## config.mk

```make
export PLATFORM = sky130hd
export DESIGN_NAME = sar_adc_seq
export DESIGN_NICKNAME = d
export VERILOG_FILES = /design/src/rtl/sar_seq_pkg.sv /design/src/rtl/sar_rate_timer.sv /design/src/rtl/sar_seq_fsm.sv /design/src/rtl/sar_word_deser.sv /design/src/rtl/sar_adc_seq.sv
export SDC_FILE = /design/constraint.sdc
export NUM_CORES = 1
export LEC_CHECK = 0
export BUFFER_PORTS_ARGS = -buffer_cell sky130_fd_sc_hd__buf_2
export CAP_MARGIN = 20
export CORE_AREA = 5 5 135 124
export CTS_CLUSTER_DIAMETER = 100
export DETAILED_ROUTE_END_ITERATION = 7
export DIE_AREA = 0 0 140 129
export PLACE_DENSITY = 0.69
export SKIP_LAST_GASP = 1
export SLEW_MARGIN = 20
export SYNTH_ARGS = -nofsm -noshare
export SYNTH_HDL_FRONTEND = slang
export SYNTH_SLANG_ARGS = --single-unit
```

## constraint.sdc

```tcl
create_clock -name clk -period 4.6 [get_ports clk]
set_clock_uncertainty 0.15 [all_clocks]
set_input_delay 0.46 -clock clk [delete_from_list [all_inputs] [get_ports clk]]
set_output_delay 0.46 -clock clk [all_outputs]
set_load 0.02 [all_outputs]
```

## src/rtl/sar_seq_pkg.sv

```systemverilog
package sar_seq_pkg;

  localparam int MAXW = 18;

  typedef enum logic [1:0] {
    WIRE_SEP    = 2'd0,
    WIRE_TIED   = 2'd1,
    WIRE_STREAM = 2'd2,
    WIRE_CHAIN  = 2'd3
  } wiring_e;

  typedef enum logic [2:0] {
    ST_IDLE  = 3'd0,
    ST_QUIET = 3'd1,
    ST_PULSE = 3'd2,
    ST_CONV  = 3'd3,
    ST_SHIFT = 3'd4
  } seq_state_e;

  // Round a nanosecond interval up to whole clock cycles, never below one.
  function automatic int ns_to_cyc(int ns, int per);
    int c;
    c = (ns + per - 1) / per;
    return (c < 1) ? 1 : c;
  endfunction

  function automatic logic [4:0] width_of(logic [1:0] wsel);
    case (wsel)
      2'd0:    return 5'd14;
      2'd1:    return 5'd16;
      default: return 5'd18;
    endcase
  endfunction

  function automatic logic [31:0] format_word(logic [MAXW-1:0] raw, logic [1:0] wsel);
    case (wsel)
      2'd0:    return {18'd0, raw[13:0]};
      2'd1:    return {16'd0, raw[15:0]};
      default: return {{14{raw[17]}}, raw};
    endcase
  endfunction

  // Line levels {cnv, cs} for a given state under a given wiring.
  function automatic logic [1:0] line_levels(seq_state_e st, wiring_e m);
    logic act;
    case (m)
      WIRE_SEP: begin
        act = (st == ST_CONV) || (st == ST_SHIFT);
        return {act, (st != ST_SHIFT)};
      end
      WIRE_CHAIN: begin
        act = (st == ST_CONV) || (st == ST_SHIFT);
        return {act, act};
      end
      default: begin
        act = !((st == ST_QUIET) || (st == ST_SHIFT));
        return {act, act};
      end
    endcase
  endfunction

endpackage

```

## src/rtl/sar_rate_timer.sv

```systemverilog
module sar_rate_timer #(
  parameter int PERIOD_W = 16
) (
  input  logic                clk,
  input  logic                rst,
  input  logic                run_i,
  input  logic [PERIOD_W-1:0] period_i,
  output logic                tick_o
);

  logic [PERIOD_W-1:0] cnt;
  logic [PERIOD_W-1:0] last;

  assign last = (period_i == '0) ? '0 : period_i - 1'b1;

  always_ff @(posedge clk) begin
    if (rst) begin
      cnt    <= '0;
      tick_o <= 1'b0;
    end else if (!run_i) begin
      cnt    <= '0;
      tick_o <= 1'b0;
    end else if (cnt >= last) begin
      cnt    <= '0;
      tick_o <= 1'b1;
    end else begin
      cnt    <= cnt + 1'b1;
      tick_o <= 1'b0;
    end
  end

endmodule

```

## src/rtl/sar_seq_fsm.sv

```systemverilog
module sar_seq_fsm
  import sar_seq_pkg::*;
#(
  parameter int CLK_NS          = 10,
  parameter int QUIET_NS        = 20,
  parameter int CNVH_NS         = 10,
  parameter int CONV_NS         = 420,
  parameter int CONV_TURBO_NS   = 320,
  parameter int CONV18_NS       = 500,
  parameter int CONV18_TURBO_NS = 400,
  parameter int MAX_CHAIN       = 32,
  parameter int CHAIN_W         = $clog2(MAX_CHAIN + 1)
) (
  input  logic               clk,
  input  logic               rst,
  input  logic               start_i,
  input  logic [1:0]         mode_i,
  input  logic [1:0]         wsel_i,
  input  logic               turbo_i,
  input  logic [CHAIN_W-1:0] chain_n_i,
  input  logic               sdi_i,
  output logic               cnv_o,
  output logic               cs_o,
  output logic               sclk_o,
  output logic               busy_o,
  output logic               overrun_o,
  output logic               idle_o,
  output logic               bit_vld_o,
  output logic               bit_o,
  output logic [1:0]         wsel_q_o
);

  localparam int C_QUIET  = ns_to_cyc(QUIET_NS, CLK_NS);
  localparam int C_CNVH   = ns_to_cyc(CNVH_NS, CLK_NS);
  localparam int C_CN     = ns_to_cyc(CONV_NS, CLK_NS);
  localparam int C_CT     = ns_to_cyc(CONV_TURBO_NS, CLK_NS);
  localparam int C_18N    = ns_to_cyc(CONV18_NS, CLK_NS);
  localparam int C_18T    = ns_to_cyc(CONV18_TURBO_NS, CLK_NS);
  localparam int CNT_W    = $clog2(C_QUIET + C_CNVH + C_CN + C_18N + 2);
  localparam int TOT_W    = $clog2(MAXW * MAX_CHAIN + 1);

  seq_state_e          state, state_n;
  wiring_e             mode_q, mode_n;
  logic [1:0]          wsel_q;
  logic                turbo_q;
  logic [CHAIN_W-1:0]  n_q, n_eff;
  logic [CNT_W-1:0]    cnt, cnt_n, conv_len;
  logic                ph, ph_n;
  logic [TOT_W-1:0]    bits, bits_n, total;
  logic                ovr_n;
  logic                use_turbo;

  assign mode_n    = (state == ST_IDLE) ? wiring_e'(mode_i) : mode_q;
  assign use_turbo = turbo_q && (mode_q != WIRE_CHAIN);

  always_comb begin
    if (mode_q != WIRE_CHAIN)               n_eff = CHAIN_W'(1);
    else if (n_q == '0)                     n_eff = CHAIN_W'(1);
    else if (n_q > CHAIN_W'(MAX_CHAIN))     n_eff = CHAIN_W'(MAX_CHAIN);
    else                                    n_eff = n_q;
  end

  assign total = TOT_W'(width_of(wsel_q)) * TOT_W'(n_eff);

  always_comb begin
    if (wsel_q[1]) conv_len = use_turbo ? CNT_W'(C_18T) : CNT_W'(C_18N);
    else           conv_len = use_turbo ? CNT_W'(C_CT)  : CNT_W'(C_CN);
  end

  always_comb begin
    state_n = state;
    cnt_n   = cnt;
    ph_n    = ph;
    bits_n  = bits;
    ovr_n   = overrun_o | (start_i && (state != ST_IDLE));
    case (state)
      ST_IDLE: begin
        if (start_i) begin
          state_n = ST_QUIET;
          cnt_n   = CNT_W'(C_QUIET - 1);
        end
      end
      ST_QUIET: begin
        if (cnt != '0) begin
          cnt_n = cnt - 1'b1;
        end else if (mode_q == WIRE_STREAM) begin
          state_n = ST_PULSE;
          cnt_n   = CNT_W'(C_CNVH - 1);
        end else begin
          state_n = ST_CONV;
          cnt_n   = conv_len - 1'b1;
        end
      end
      ST_PULSE, ST_CONV: begin
        if (cnt != '0) begin
          cnt_n = cnt - 1'b1;
        end else begin
          state_n = ST_SHIFT;
          ph_n    = 1'b0;
          bits_n  = '0;
        end
      end
      ST_SHIFT: begin
        if (!ph) begin
          ph_n   = 1'b1;
          bits_n = bits + 1'b1;
        end else begin
          ph_n = 1'b0;
          if (bits == total) state_n = ST_IDLE;
        end
      end
      default: state_n = ST_IDLE;
    endcase
  end

  always_ff @(posedge clk) begin
    if (rst) begin
      state     <= ST_IDLE;
      mode_q    <= WIRE_SEP;
      wsel_q    <= 2'd0;
      turbo_q   <= 1'b0;
      n_q       <= '0;
      cnt       <= '0;
      ph        <= 1'b0;
      bits      <= '0;
      overrun_o <= 1'b0;
      cnv_o     <= 1'b0;
      cs_o      <= 1'b1;
      sclk_o    <= 1'b0;
      busy_o    <= 1'b0;
    end else begin
      state     <= state_n;
      cnt       <= cnt_n;
      ph        <= ph_n;
      bits      <= bits_n;
      overrun_o <= ovr_n;
      if (state == ST_IDLE) begin
        mode_q  <= wiring_e'(mode_i);
        wsel_q  <= wsel_i;
        turbo_q <= turbo_i;
        n_q     <= chain_n_i;
      end
      {cnv_o, cs_o} <= line_levels(state_n, mode_n);
      sclk_o        <= (state_n == ST_SHIFT) && ph_n;
      busy_o        <= (state_n != ST_IDLE);
    end
  end

  assign idle_o    = (state == ST_IDLE);
  assign bit_vld_o = (state == ST_SHIFT) && !ph;
  assign bit_o     = sdi_i;
  assign wsel_q_o  = wsel_q;

endmodule

```

## src/rtl/sar_word_deser.sv

```systemverilog
module sar_word_deser
  import sar_seq_pkg::*;
#(
  parameter int IDX_W = 5
) (
  input  logic             clk,
  input  logic             rst,
  input  logic             idle_i,
  input  logic             bit_vld_i,
  input  logic             bit_i,
  input  logic [1:0]       wsel_i,
  output logic [31:0]      smp_o,
  output logic             smp_vld_o,
  output logic [IDX_W-1:0] smp_idx_o
);

  logic [MAXW-1:0]  sr, sr_n;
  logic [4:0]       wcnt;
  logic [IDX_W-1:0] idx;

  assign sr_n = {sr[MAXW-2:0], bit_i};

  always_ff @(posedge clk) begin
    if (rst) begin
      sr        <= '0;
      wcnt      <= '0;
      idx       <= '0;
      smp_o     <= '0;
      smp_vld_o <= 1'b0;
      smp_idx_o <= '0;
    end else begin
      smp_vld_o <= 1'b0;
      if (idle_i) begin
        wcnt <= '0;
        idx  <= '0;
      end else if (bit_vld_i) begin
        sr <= sr_n;
        if (wcnt == width_of(wsel_i) - 5'd1) begin
          wcnt      <= '0;
          smp_o     <= format_word(sr_n, wsel_i);
          smp_vld_o <= 1'b1;
          smp_idx_o <= idx;
          idx       <= idx + 1'b1;
        end else begin
          wcnt <= wcnt + 5'd1;
        end
      end
    end
  end

endmodule

```

## src/rtl/sar_adc_seq.sv

```systemverilog
module sar_adc_seq
  import sar_seq_pkg::*;
#(
  parameter int CLK_NS          = 10,
  parameter int QUIET_NS        = 20,
  parameter int CNVH_NS         = 10,
  parameter int CONV_NS         = 420,
  parameter int CONV_TURBO_NS   = 320,
  parameter int CONV18_NS       = 500,
  parameter int CONV18_TURBO_NS = 400,
  parameter int MAX_CHAIN       = 32,
  parameter int PERIOD_W        = 16,
  parameter int CHAIN_W         = $clog2(MAX_CHAIN + 1),
  parameter int IDX_W           = (MAX_CHAIN > 1) ? $clog2(MAX_CHAIN) : 1
) (
  input  logic                clk,
  input  logic                rst,
  input  logic [1:0]          mode_i,
  input  logic [1:0]          wsel_i,
  input  logic                turbo_i,
  input  logic [CHAIN_W-1:0]  chain_n_i,
  input  logic                run_i,
  input  logic [PERIOD_W-1:0] period_i,
  input  logic                shot_i,
  input  logic                sdi_i,
  output logic                cnv_o,
  output logic                cs_o,
  output logic                sclk_o,
  output logic                busy_o,
  output logic [31:0]         smp_o,
  output logic                smp_vld_o,
  output logic [IDX_W-1:0]    smp_idx_o,
  output logic                overrun_o
);

  logic       tick;
  logic       idle;
  logic       bit_vld;
  logic       bit_val;
  logic [1:0] wsel_q;

  sar_rate_timer #(.PERIOD_W(PERIOD_W)) u_timer (
    .clk      (clk),
    .rst      (rst),
    .run_i    (run_i),
    .period_i (period_i),
    .tick_o   (tick)
  );

  sar_seq_fsm #(
    .CLK_NS          (CLK_NS),
    .QUIET_NS        (QUIET_NS),
    .CNVH_NS         (CNVH_NS),
    .CONV_NS         (CONV_NS),
    .CONV_TURBO_NS   (CONV_TURBO_NS),
    .CONV18_NS       (CONV18_NS),
    .CONV18_TURBO_NS (CONV18_TURBO_NS),
    .MAX_CHAIN       (MAX_CHAIN),
    .CHAIN_W         (CHAIN_W)
  ) u_fsm (
    .clk       (clk),
    .rst       (rst),
    .start_i   (shot_i | tick),
    .mode_i    (mode_i),
    .wsel_i    (wsel_i),
    .turbo_i   (turbo_i),
    .chain_n_i (chain_n_i),
    .sdi_i     (sdi_i),
    .cnv_o     (cnv_o),
    .cs_o      (cs_o),
    .sclk_o    (sclk_o),
    .busy_o    (busy_o),
    .overrun_o (overrun_o),
    .idle_o    (idle),
    .bit_vld_o (bit_vld),
    .bit_o     (bit_val),
    .wsel_q_o  (wsel_q)
  );

  sar_word_deser #(.IDX_W(IDX_W)) u_deser (
    .clk       (clk),
    .rst       (rst),
    .idle_i    (idle),
    .bit_vld_i (bit_vld),
    .bit_i     (bit_val),
    .wsel_i    (wsel_q),
    .smp_o     (smp_o),
    .smp_vld_o (smp_vld_o),
    .smp_idx_o (smp_idx_o)
  );

endmodule

```

==> flow_summary.json, run 1 <==
{
  "post-route-period-util_pct": 98.8,
  "yosys_warnings": 0,
  "setup_violations": 0,
  "slowest_stage": "fa_1",
  "synthTopCellsByCount": "dfxtp_1 (105), nand2_1 (100), nor2_1 (80)",
  "cts_root_buffer": "clkbuf_16",
  "synth_edf_count": 0,
  "design_area_um2": 6810,
  "ant_nets": 0,
  "crit_path_start_kind": "flip-flop",
  "hpwl_um": 9510,
  "worst_pin_slew_ns": 0.878,
  "htreeDepth": 3,
  "nets": 864,
  "finalMaxSlewViolations": 0,
  "synthCells": 714,
  "rr_endpoint": "u_fsm.cs_o$_SDFF_PP1_",
  "portBuffers": 74,
  "r2r-start": "u_fsm.n_q[2]$_SDFFE_PP0P_",
  "drc_errors": 0,
  "final_hold_viol_count": 0,
  "p_leak_nw": 2.93,
  "ys_async_sr_fraction_pct": 0,
  "max_stage_delay_ns": 0.51,
  "synth_top_area_share_pct": 35.5,
  "period_minus_slack_ns": 4.54,
  "dr_total_vias": 4866,
  "seq_area_um2": 2100,
  "ys_seq_elements": 105,
  "numCtsBuffers": 9,
  "clk_pin_slew_ns": 0.08,
  "end_kind": "flip-flop",
  "grt_pass1_wl_um": 22100,
  "path_cells": "nor4_4 > nor2_1 > nor2_1 > o21ai_1 > fa_1 > fa_1 > inv_1 > ha_1 > ha_2 > inv_2 > fa_2 > xor2_1 > xnor2_1 > nor4b_1 > nand4_1 > nor4_4 > o21ai_2 > a221o_1",
  "yosys-top-cells-area": "dfxtp_1 (36%), ha_1 (9.5%), nand2_1 (6.3%), nor2_1 (5.1%), xor2_1 (4.9%)",
  "routed_wl_um": 12700,
  "rows": 43,
  "outcome": "finished clean",
  "firstDrtPassIters": 5,
  "multi_input_area_um2": 3540,
  "ir_worst_vdd_uv": 287,
  "synth_cell_type_count": 54,
  "antenna_cells": 0,
  "ioPinCount": 75,
  "grt_max_degree": 45,
  "synth_top_area_cell": "dfxtp_1",
  "crit_end": "u_fsm.cs_o$_SDFF_PP1_",
  "synth.most_common_cell": "dfxtp_1",
  "hold_class": "primary input to flip-flop",
  "routedWlPerCell_um": 12.9,
  "max_freq_ghz": 0.220,
  "gp_congestion": 0.854,
  "layout-drive-gt1-share_pct": 17.0,
  "max_cap_violations": 0,
  "p_total_mw": 2.89,
  "cts_setup_buffers": 0,
  "critPathRequiredTime_ns": 4.69,
  "track_usage_pct": 14.6,
  "crit_start": "u_fsm.n_q[2]$_SDFFE_PP0P_",
  "floorplan.die_area_um2": 18100,
  "initial_core_util_pct": 39.0,
  "grt_pass1_vias": 4652,
  "rsz0062_at_grt": "true",
  "synthesis.area_um2": 5920,
  "clk_path_buf_depth": 2,
  "holdWs_ns": 0.197,
  "clk_latency_ns": 0.35,
  "path_class": "flip-flop to flip-flop",
  "design.core.area_um2": 15200,
  "dr.first_iter.drc_count": 193,
  "die_h_um": 129,
  "area_delta_synth_final_pct": 15.1,
  "ys_seq_area_share_pct": 35.5,
  "grt-ovfl-total": 0,
  "viasPerCell": 4.94,
  "setup_tns_ns": 0,
  "synth_ff_type": "dfxtp_1",
  "syn_nets": 799,
  "postPlaceCellArea_um2": 6490,
  "antenna_found_initial": 0,
  "reg2regPathDepth": 18,
  "power_density_nw_per_um2": 424,
  "hold_buffers": 0,
  "crit_fanout": 2,
  "cp.arrival_ns": 4.63,
  "fillers": 1534,
  "regToRegSetupSlack_ns": 0.06,
  "synth.avg_cell_area_um2": 8.29,
  "fin_ws_ns": 0.0559,
  "cts.sinks": 105,
  "die_w_um": 140,
  "dpl_worst_slack_ns": -0.0954,
  "cts_tree": "yes",
  "slew_headroom_pct": 41.5
}
critical path, delay by kind of cell (launching register included):
kind / cells / cell delay (ns)
simple gates: 6 / 1.25
xor+xnor: 2 / 0.30
buf+inv: 2 / 0.08
flops: 1 / 0.34
compound gates: 3 / 0.52
fa+ha+maj: 5 / 1.81
logic make-up after synthesis:
| family | count (synthesis) | synth area share [%] |
|---|---|---|
| buf+inv | 69 | 5.35 |
| xor+xnor | 57 | 8.43 |
| fa+ha+maj | 53 | 12.2 |
| mux | 25 | 4.25 |
| compound gates | 96 | 9.39 |
| flops | 105 | 35.5 |
| simple gates | 309 | 24.9 |
worst min path at each step:
stage	from	to	slack [ns]	depth (start not counted)
final	turbo_i	u_fsm.turbo_q$_SDFFE_PP0P_	0.20	3
after global placement	u_deser.sr[16]$_SDFFE_PP0P_	u_deser.sr[16]$_SDFFE_PP0P_	0.29	2
after global routing	chain_n_i[2]	u_fsm.n_q[2]$_SDFFE_PP0P_	0.20	3
after floorplan	u_fsm.turbo_q$_SDFFE_PP0P_	u_fsm.turbo_q$_SDFFE_PP0P_	0.29	2
after detailed placement	u_deser.sr[16]$_SDFFE_PP0P_	u_deser.sr[16]$_SDFFE_PP0P_	0.31	2
after CTS	turbo_i	u_fsm.turbo_q$_SDFFE_PP0P_	0.18	3
layout make-up:
type / instances / share of cell area, %
Timing Repair Buffer: 96 / 7.86
Clock buffer: 10 / 3.36
Clock inverter: 6 / 0.735
Tap cell: 202 / 3.71
Sequential cell: 105 / 30.9
Inverter: 27 / 1.49
Multi-Input combinational cell: 540 / 52.0
per-stage QoR:
stage / utilization, % / std cells
3_5_place_dp: 42.8 / 970
3_3_place_gp: 42.8 / 970
4_1_cts: 44.7 / 986
5_1_grt: 44.9 / 986
2_1_floorplan: - / 714
6_report: 44.9 / 986
routing by layer:
layer,vias up,wire length [um],GRT usage [%]
li1,2547,-,-
met1,2238,6430,20.8
met2,67,5720,22.7
met3,14,401,2.82
met4,0,146,3.93
met5,-,0,0
power by group:
part | internal, mW | switching, mW | total [mW]
clock network | 0.375 | 0.354 | 0.729
logic | 0.444 | 0.638 | 1.08
registers | 0.993 | 0.0878 | 1.08
total | 1.81 | 1.08 | 2.89
timing repair:
action / in CTS / in global routing
setup endpoints to repair: 2 / 4
gates resized for setup: 2 / 9
pin swaps: 1 / 10
endpoints found under the hold margin: 0 / 0
gates cloned: 0 / 0
cell usage in the layout (no fill, tap or decap), types with 2 or more instances in the layout:
cell type    n
a211oi_1     4
a21o_1       8
a21oi_1     56
a22o_1       2
a31oi_1      3
and3_1       5
buf_2       74
buf_4       22
clkbuf_16    9
dfxtp_1    104
fa_1         7
ha_1        44
inv_1       26
inv_6        2
mux2i_1     24
nand2_1    100
nand2b_1    11
nand3_1     23
nand3b_1     2
nand4_1     10
nor2_1      80
nor2b_1      8
nor3_1      30
nor3b_1      3
nor4_1       4
nor4_4       2
o21ai_0      7
o21ai_1      2
o22ai_1      4
o31ai_1      3
or2_2        7
or3_1        8
or4_1        3
xnor2_1     24
xor2_1      33
flip-flops by register name, indices dropped and copies added, names as in the netlist, 5 cells and up:
signal	cells
u_deser.smp_o	18
u_deser.sr	17
u_timer.cnt	16
u_fsm.bits	10
u_fsm.cnt	7
u_fsm.n_q	6
u_deser.idx	5
u_deser.smp_idx_o	5
u_deser.wcnt	5
Power figures use the tool's default switching activity.
==> run 2, diff against run 1 <==
Settings changed: CORE_AREA 5 5 135 124 to 5 5 138 127, DIE_AREA 0 0 140 129 to 0 0 143 132, PLACE_DENSITY 0.69 to 0.67, SYNTH_HIERARCHICAL from default to 1.
Clock period 4.6 ns to 5.5 ns, I/O delays scaled along.
==> flow_summary.json, run 2 <==
{
  "layout_common_cells": "nand2_1 (124), dfxtp_1 (105), buf_2 (74)",
  "hold_buffers": 0,
  "track_usage_pct": 14.8,
  "cts_setup_buffers": 0,
  "floorplan.die_area_um2": 18900,
  "ioPinCount": 75,
  "finalMaxSlewViolations": 0,
  "end_kind": "flip-flop",
  "routedWlPerCell_um": 13.7,
  "largest_register_ffs": 18,
  "die_h_um": 132,
  "synth_top_area_cell": "dfxtp_1",
  "dr.first_iter.drc_count": 362,
  "p_total_mw": 2.42,
  "post-route-period-util_pct": 89.3,
  "dp_cells": 979,
  "p_leak_nw": 2.93,
  "largest-register": "u_deser/smp_o",
  "cts_tree": "yes",
  "ir_worst_vdd_uv": 193,
  "slew_headroom_pct": 40.5,
  "design.core.area_um2": 15900,
  "setup_tns_ns": 0,
  "slowest_stage": "fa_1",
  "cts.sinks": 105,
  "largestRegisters": "u_deser/smp_o (18), u_deser/sr (17), u_timer/cnt (16)",
  "cts_resized": 0,
  "firstDrtPassIters": 4,
  "numCtsBuffers": 9,
  "fillers": 1608,
  "antenna_found_initial": 0,
  "rsz0062_at_grt": "false",
  "ys_seq_area_share_pct": 33.7,
  "hold_class": "primary input to flip-flop",
  "yosys_warnings": 6,
  "grt_pass1_vias": 4836,
  "hpwl_um": 10100,
  "antenna_cells": 0,
  "critPathRequiredTime_ns": 5.65,
  "max_freq_ghz": 0.204,
  "layout-drive-gt1-share_pct": 17.0,
  "syn_nets": 825,
  "worst_pin_slew_ns": 0.892,
  "yosys-top-cells-area": "dfxtp_1 (34%), ha_1 (9.2%), nand2_1 (7.5%), a21oi_1 (4.0%), nor2_1 (3.7%)",
  "final_hold_viol_count": 0,
  "synthesis.area_um2": 6230,
  "synth_top_area_share_pct": 33.7,
  "power_density_nw_per_um2": 348,
  "synth_cell_type_count": 69,
  "viasPerCell": 5.23,
  "crit_fanout": 7,
  "max_cap_violations": 0,
  "synthTopCellsByCount": "nand2_1 (124), dfxtp_1 (105), nor2_1 (62)",
  "synth_edf_count": 0,
  "routed_wl_um": 13700,
  "htreeDepth": 3,
  "initial_core_util_pct": 39.2,
  "clk_pin_slew_ns": 0.08,
  "setup_violations": 0,
  "cts_root_buffer": "clkbuf_16",
  "postPlaceCellArea_um2": 6630,
  "final_common_cell": "nand2_1",
  "ys_async_sr_fraction_pct": 0,
  "synth_ff_type": "dfxtp_1",
  "fin_ws_ns": 0.588,
  "grt_max_degree": 62,
  "cp.arrival_ns": 5.06,
  "drc_errors": 0,
  "crit_path_start_kind": "flip-flop",
  "dpl_worst_slack_ns": 0.627,
  "ant_nets": 0,
  "path_class": "flip-flop to flip-flop",
  "design_area_um2": 6950,
  "dr_total_vias": 5199,
  "grt-ovfl-total": 0,
  "synthCells": 739,
  "area_delta_synth_final_pct": 11.5,
  "r2r-start": "u_fsm/mode_q[0]$_SDFF_PP0_",
  "rows": 44,
  "outcome": "finished clean",
  "period_minus_slack_ns": 4.91,
  "nets": 869,
  "min-delay-start": "sdi_i",
  "clk_path_buf_depth": 2,
  "clk_latency_ns": 0.36,
  "ys_seq_elements": 105,
  "path_cells": "nand2_1 > nor2_1 > nand2_1 > nor2_1 > inv_1 > fa_1 > fa_1 > inv_1 > ha_1 > inv_1 > fa_1 > xor2_1 > nand3_1 > nor4_1 > nand3_1 > o31ai_1 > a221o_1",
  "crit_start": "u_fsm/mode_q[0]$_SDFF_PP0_",
  "die_w_um": 143,
  "grt_pass1_wl_um": 23400,
  "synth.most_common_cell": "nand2_1",
  "max_stage_delay_ns": 0.54,
  "gp_congestion": 0.851,
  "synth.avg_cell_area_um2": 8.43,
  "portBuffers": 74,
  "fin_cells": 995
}
==> run 2: cell types whose count changed in the layout (fill, tap and decap cells not counted), moves of 8 or more <==
| cell | before | now |
|---|---|---|
| nor2_1 | 80 | 62 |
| buf_4 | 22 | 4 |
| nor3_1 | 30 | 19 |
| a32o_2 | 0 | 9 |
| nor2_4 | 0 | 8 |
| xor2_1 | 33 | 24 |
| o21ai_0 | 7 | 19 |
| mux2i_1 | 24 | 13 |
| nand2_1 | 100 | 124 |
==> run 2: through the flow <==
stage | hold WS (ns) | utilization (%)
after floorplan | 0.275 | -
after global placement | 0.295 | 41.7
after detailed placement | 0.298 | 41.7
after CTS | 0.262 | 43.7
after global routing | 0.261 | 43.7
final | 0.273 | 43.7
==> run 2: layout make-up <==
cell class	count	area (um^2)	share of cell area (%)
Sequential cell	105	2100	30.3
Multi-Input combinational cell	559	3760	54.1
Clock inverter	7	91.3	1.31
Clock buffer	9	225	3.24
Timing Repair Buffer	78	400	5.76
Inverter	30	113	1.62
Tap cell	207	259	3.73
==> run 2: power by group <==
| part | total, mW | leakage [nW] | internal (mW) | switching, mW |
|---|---|---|---|---|
| combinational | 0.841 | 1.92 | 0.325 | 0.516 |
| clock | 0.659 | 0.154 | 0.329 | 0.330 |
| sequential | 0.917 | 0.850 | 0.830 | 0.0869 |
==> run 2: cells by family after synthesis <==
group | after synthesis | synth area share [%]
buf+inv | 75 | 6.00
mux | 13 | 2.09
flops | 105 | 33.7
compound gates | 125 | 14.0
simple gates | 318 | 25.4
fa+ha+maj | 54 | 11.8
xor+xnor | 49 | 6.89
==> run 2: worst paths after layout <==
path / slack, ns / endpoint / cells past startpoint
hold reg to reg: 0.31 / u_deser/smp_idx_o[0]$_SDFFE_PP0P_ / 2
hold / removal: 0.27 / u_deser/smp_o[0]$_SDFFE_PP0P_ / 2
setup / recovery: 0.59 / u_fsm/cs_o$_SDFF_PP1_ / 17
setup reg to reg: 0.59 / u_fsm/cs_o$_SDFF_PP1_ / 17
==> run 2: worst max-delay path, delay by kind of cell (launching register included) <==
family | cells | cell delay, ns
adders and majority gates | 4 | 1.83
DFF | 1 | 0.39
and+or+nand+nor | 7 | 1.38
AOI/OAI and AO/OA | 2 | 0.75
buffers and inverters | 3 | 0.18
xor gates and xnor gates | 1 | 0.16
==> run 2: per-layer routing <==
layer | share of wire, % | wire [um] | GRT usage, %
met1 | 49 | 6720 | 20.9
met3 | 4.6 | 635 | 3.37
met2 | 45 | 6100 | 22.5
met4 | 1.6 | 218 | 4.59
met5 | 0 | 0 | 0
==> run 3, diff against run 2 <==
Settings changed: CTS_BUF_LIST from default to sky130_fd_sc_hd__clkbuf_4.
==> flow_summary.json, run 3 (synthesis results as in run 2) <==
{
  "finalMaxSlewViolations": 0,
  "grt_max_degree": 62,
  "max_cap_violations": 0,
  "slew_headroom_pct": 37.7,
  "cts_setup_buffers": 0,
  "portBuffers": 74,
  "p_leak_nw": 2.86,
  "fin_cells": 995,
  "dpl_worst_slack_ns": 0.627,
  "critPathRequiredTime_ns": 5.77,
  "path_class": "flip-flop to flip-flop",
  "setup_violations": 0,
  "grt_pass1_wl_um": 23200,
  "die_w_um": 143,
  "swShare_pct": 41.5,
  "pwr-share-comb_pct": 38.6,
  "p_sw_uw": 901,
  "antenna_found_initial": 0,
  "track_usage_pct": 14.6,
  "clk_path_buf_depth": 2,
  "layout_common_cells": "nand2_1 (124), dfxtp_1 (105), buf_2 (74)",
  "final_hold_viol_count": 0,
  "nets": 869,
  "internal_power_mw": 1.27,
  "routedWlPerCell_um": 13.7,
  "dr.first_iter.drc_count": 387,
  "viasPerCell": 5.25,
  "end_kind": "flip-flop",
  "fillers": 1623,
  "cp.arrival_ns": 5.20,
  "dr_total_vias": 5224,
  "firstDrtPassIters": 5,
  "cts_resized": 0,
  "die_h_um": 132,
  "antenna_cells": 0,
  "rsz0062_at_grt": "false",
  "largestRegisters": "u_deser/smp_o (18), u_deser/sr (17), u_timer/cnt (16)",
  "setup_tns_ns": 0,
  "max_freq_ghz": 0.203,
  "cts_root_buffer": "clkbuf_4",
  "clock_power_share_pct": 19.2,
  "largest_register_ffs": 18,
  "ant_nets": 0,
  "numCtsBuffers": 9,
  "gp_congestion": 0.851,
  "ioPinCount": 75,
  "worst_pin_slew_ns": 0.933,
  "area_delta_synth_final_pct": 8.98,
  "rows": 44,
  "initial_core_util_pct": 39.2,
  "ir_worst_vdd_uv": 144,
  "dp_cells": 979,
  "crit_fanout": 7,
  "hold_buffers": 0,
  "fin_ws_ns": 0.571,
  "drc_errors": 0,
  "crit_path_start_kind": "flip-flop",
  "layout-drive-gt1-share_pct": 17.0,
  "routed_wl_um": 13600,
  "cts_tree": "yes",
  "power_density_nw_per_um2": 320,
  "clk_pin_slew_ns": 0.18,
  "design.core.area_um2": 15900,
  "floorplan.die_area_um2": 18900,
  "clk_latency_ns": 0.49,
  "cts.sinks": 105,
  "grt-ovfl-total": 0,
  "largest-register": "u_deser/smp_o",
  "grt_pass1_vias": 4787,
  "hold_class": "primary input to flip-flop",
  "outcome": "finished clean",
  "hpwl_um": 10100,
  "post-route-period-util_pct": 89.6,
  "p_seq_share_pct": 42.2,
  "final_common_cell": "nand2_1",
  "post-route-util_pct": 42.7,
  "htreeDepth": 3,
  "period_minus_slack_ns": 4.93
}
==> run 3: final cells by class <==
class	instances	area (um^2)	share of cell area (%)
Clock inverter	7	91.3	1.35
Multi-Input combinational cell	559	3760	55.3
Timing Repair Buffer	78	400	5.90
Sequential cell	105	2100	31.0
Tap cell	207	259	3.81
Inverter	30	113	1.66
Clock buffer	9	67.6	0.995
==> run 3: worst paths after layout <==
check,slack (ns),to,from,cells after the start
worst max-delay path,0.57,u_fsm/cs_o$_SDFF_PP1_,u_fsm/mode_q[0]$_SDFF_PP0_,17
worst min-delay path,0.13,u_fsm/wsel_q_o[0]$_SDFFE_PP0P_,wsel_i[0],3
worst min register to register,0.32,u_deser/smp_idx_o[0]$_SDFFE_PP0P_,u_deser/smp_idx_o[0]$_SDFFE_PP0P_,2
worst max register to register,0.57,u_fsm/cs_o$_SDFF_PP1_,u_fsm/mode_q[0]$_SDFF_PP0_,17
==> run 3: power by group through the flow <==
stage          combinational [mW]  clock (mW)  sequential [mW]
2_1_floorplan               0.664           0            0.911
3_3_place_gp                0.830           0            0.930
3_5_place_dp                0.835           0            0.932
4_1_cts                     0.840       0.436            0.917
5_1_grt                     0.944       0.462            0.930
6_report                    0.838       0.416            0.917
==> run 3: per-stage QoR <==
| stage | hold slack, ns | instance area, um^2 | power, mW |
|---|---|---|---|
| 3_5_place_dp | 0.298 | 6630 | 1.77 |
| 5_1_grt | 0.0917 | 6790 | 2.34 |
| 4_1_cts | 0.0828 | 6790 | 2.19 |
| 2_1_floorplan | 0.275 | 6230 | 1.58 |
| 6_report | 0.126 | 6790 | 2.17 |
| 3_3_place_gp | 0.295 | 6630 | 1.76 |
==> run 3: critical path, stage by stage (launching register included) <==
cell,delay [ns]
dfxtp_1,0.42
nand2_1,0.11
nor2_1,0.33
nand2_1,0.17
nor2_1,0.20
inv_1,0.08
fa_1,0.46
fa_1,0.54
inv_1,0.04
ha_1,0.30
inv_1,0.06
fa_1,0.54
xor2_1,0.16
nand3_1,0.09
nor4_1,0.35
nand3_1,0.12
o31ai_1,0.51
a221o_1,0.25
==> run 3: routing by layer <==
layer	track usage [%]	routed length [um]
met5	0	0
met3	3.05	613
met1	20.9	6730
met2	22.3	6030
met4	4.07	212
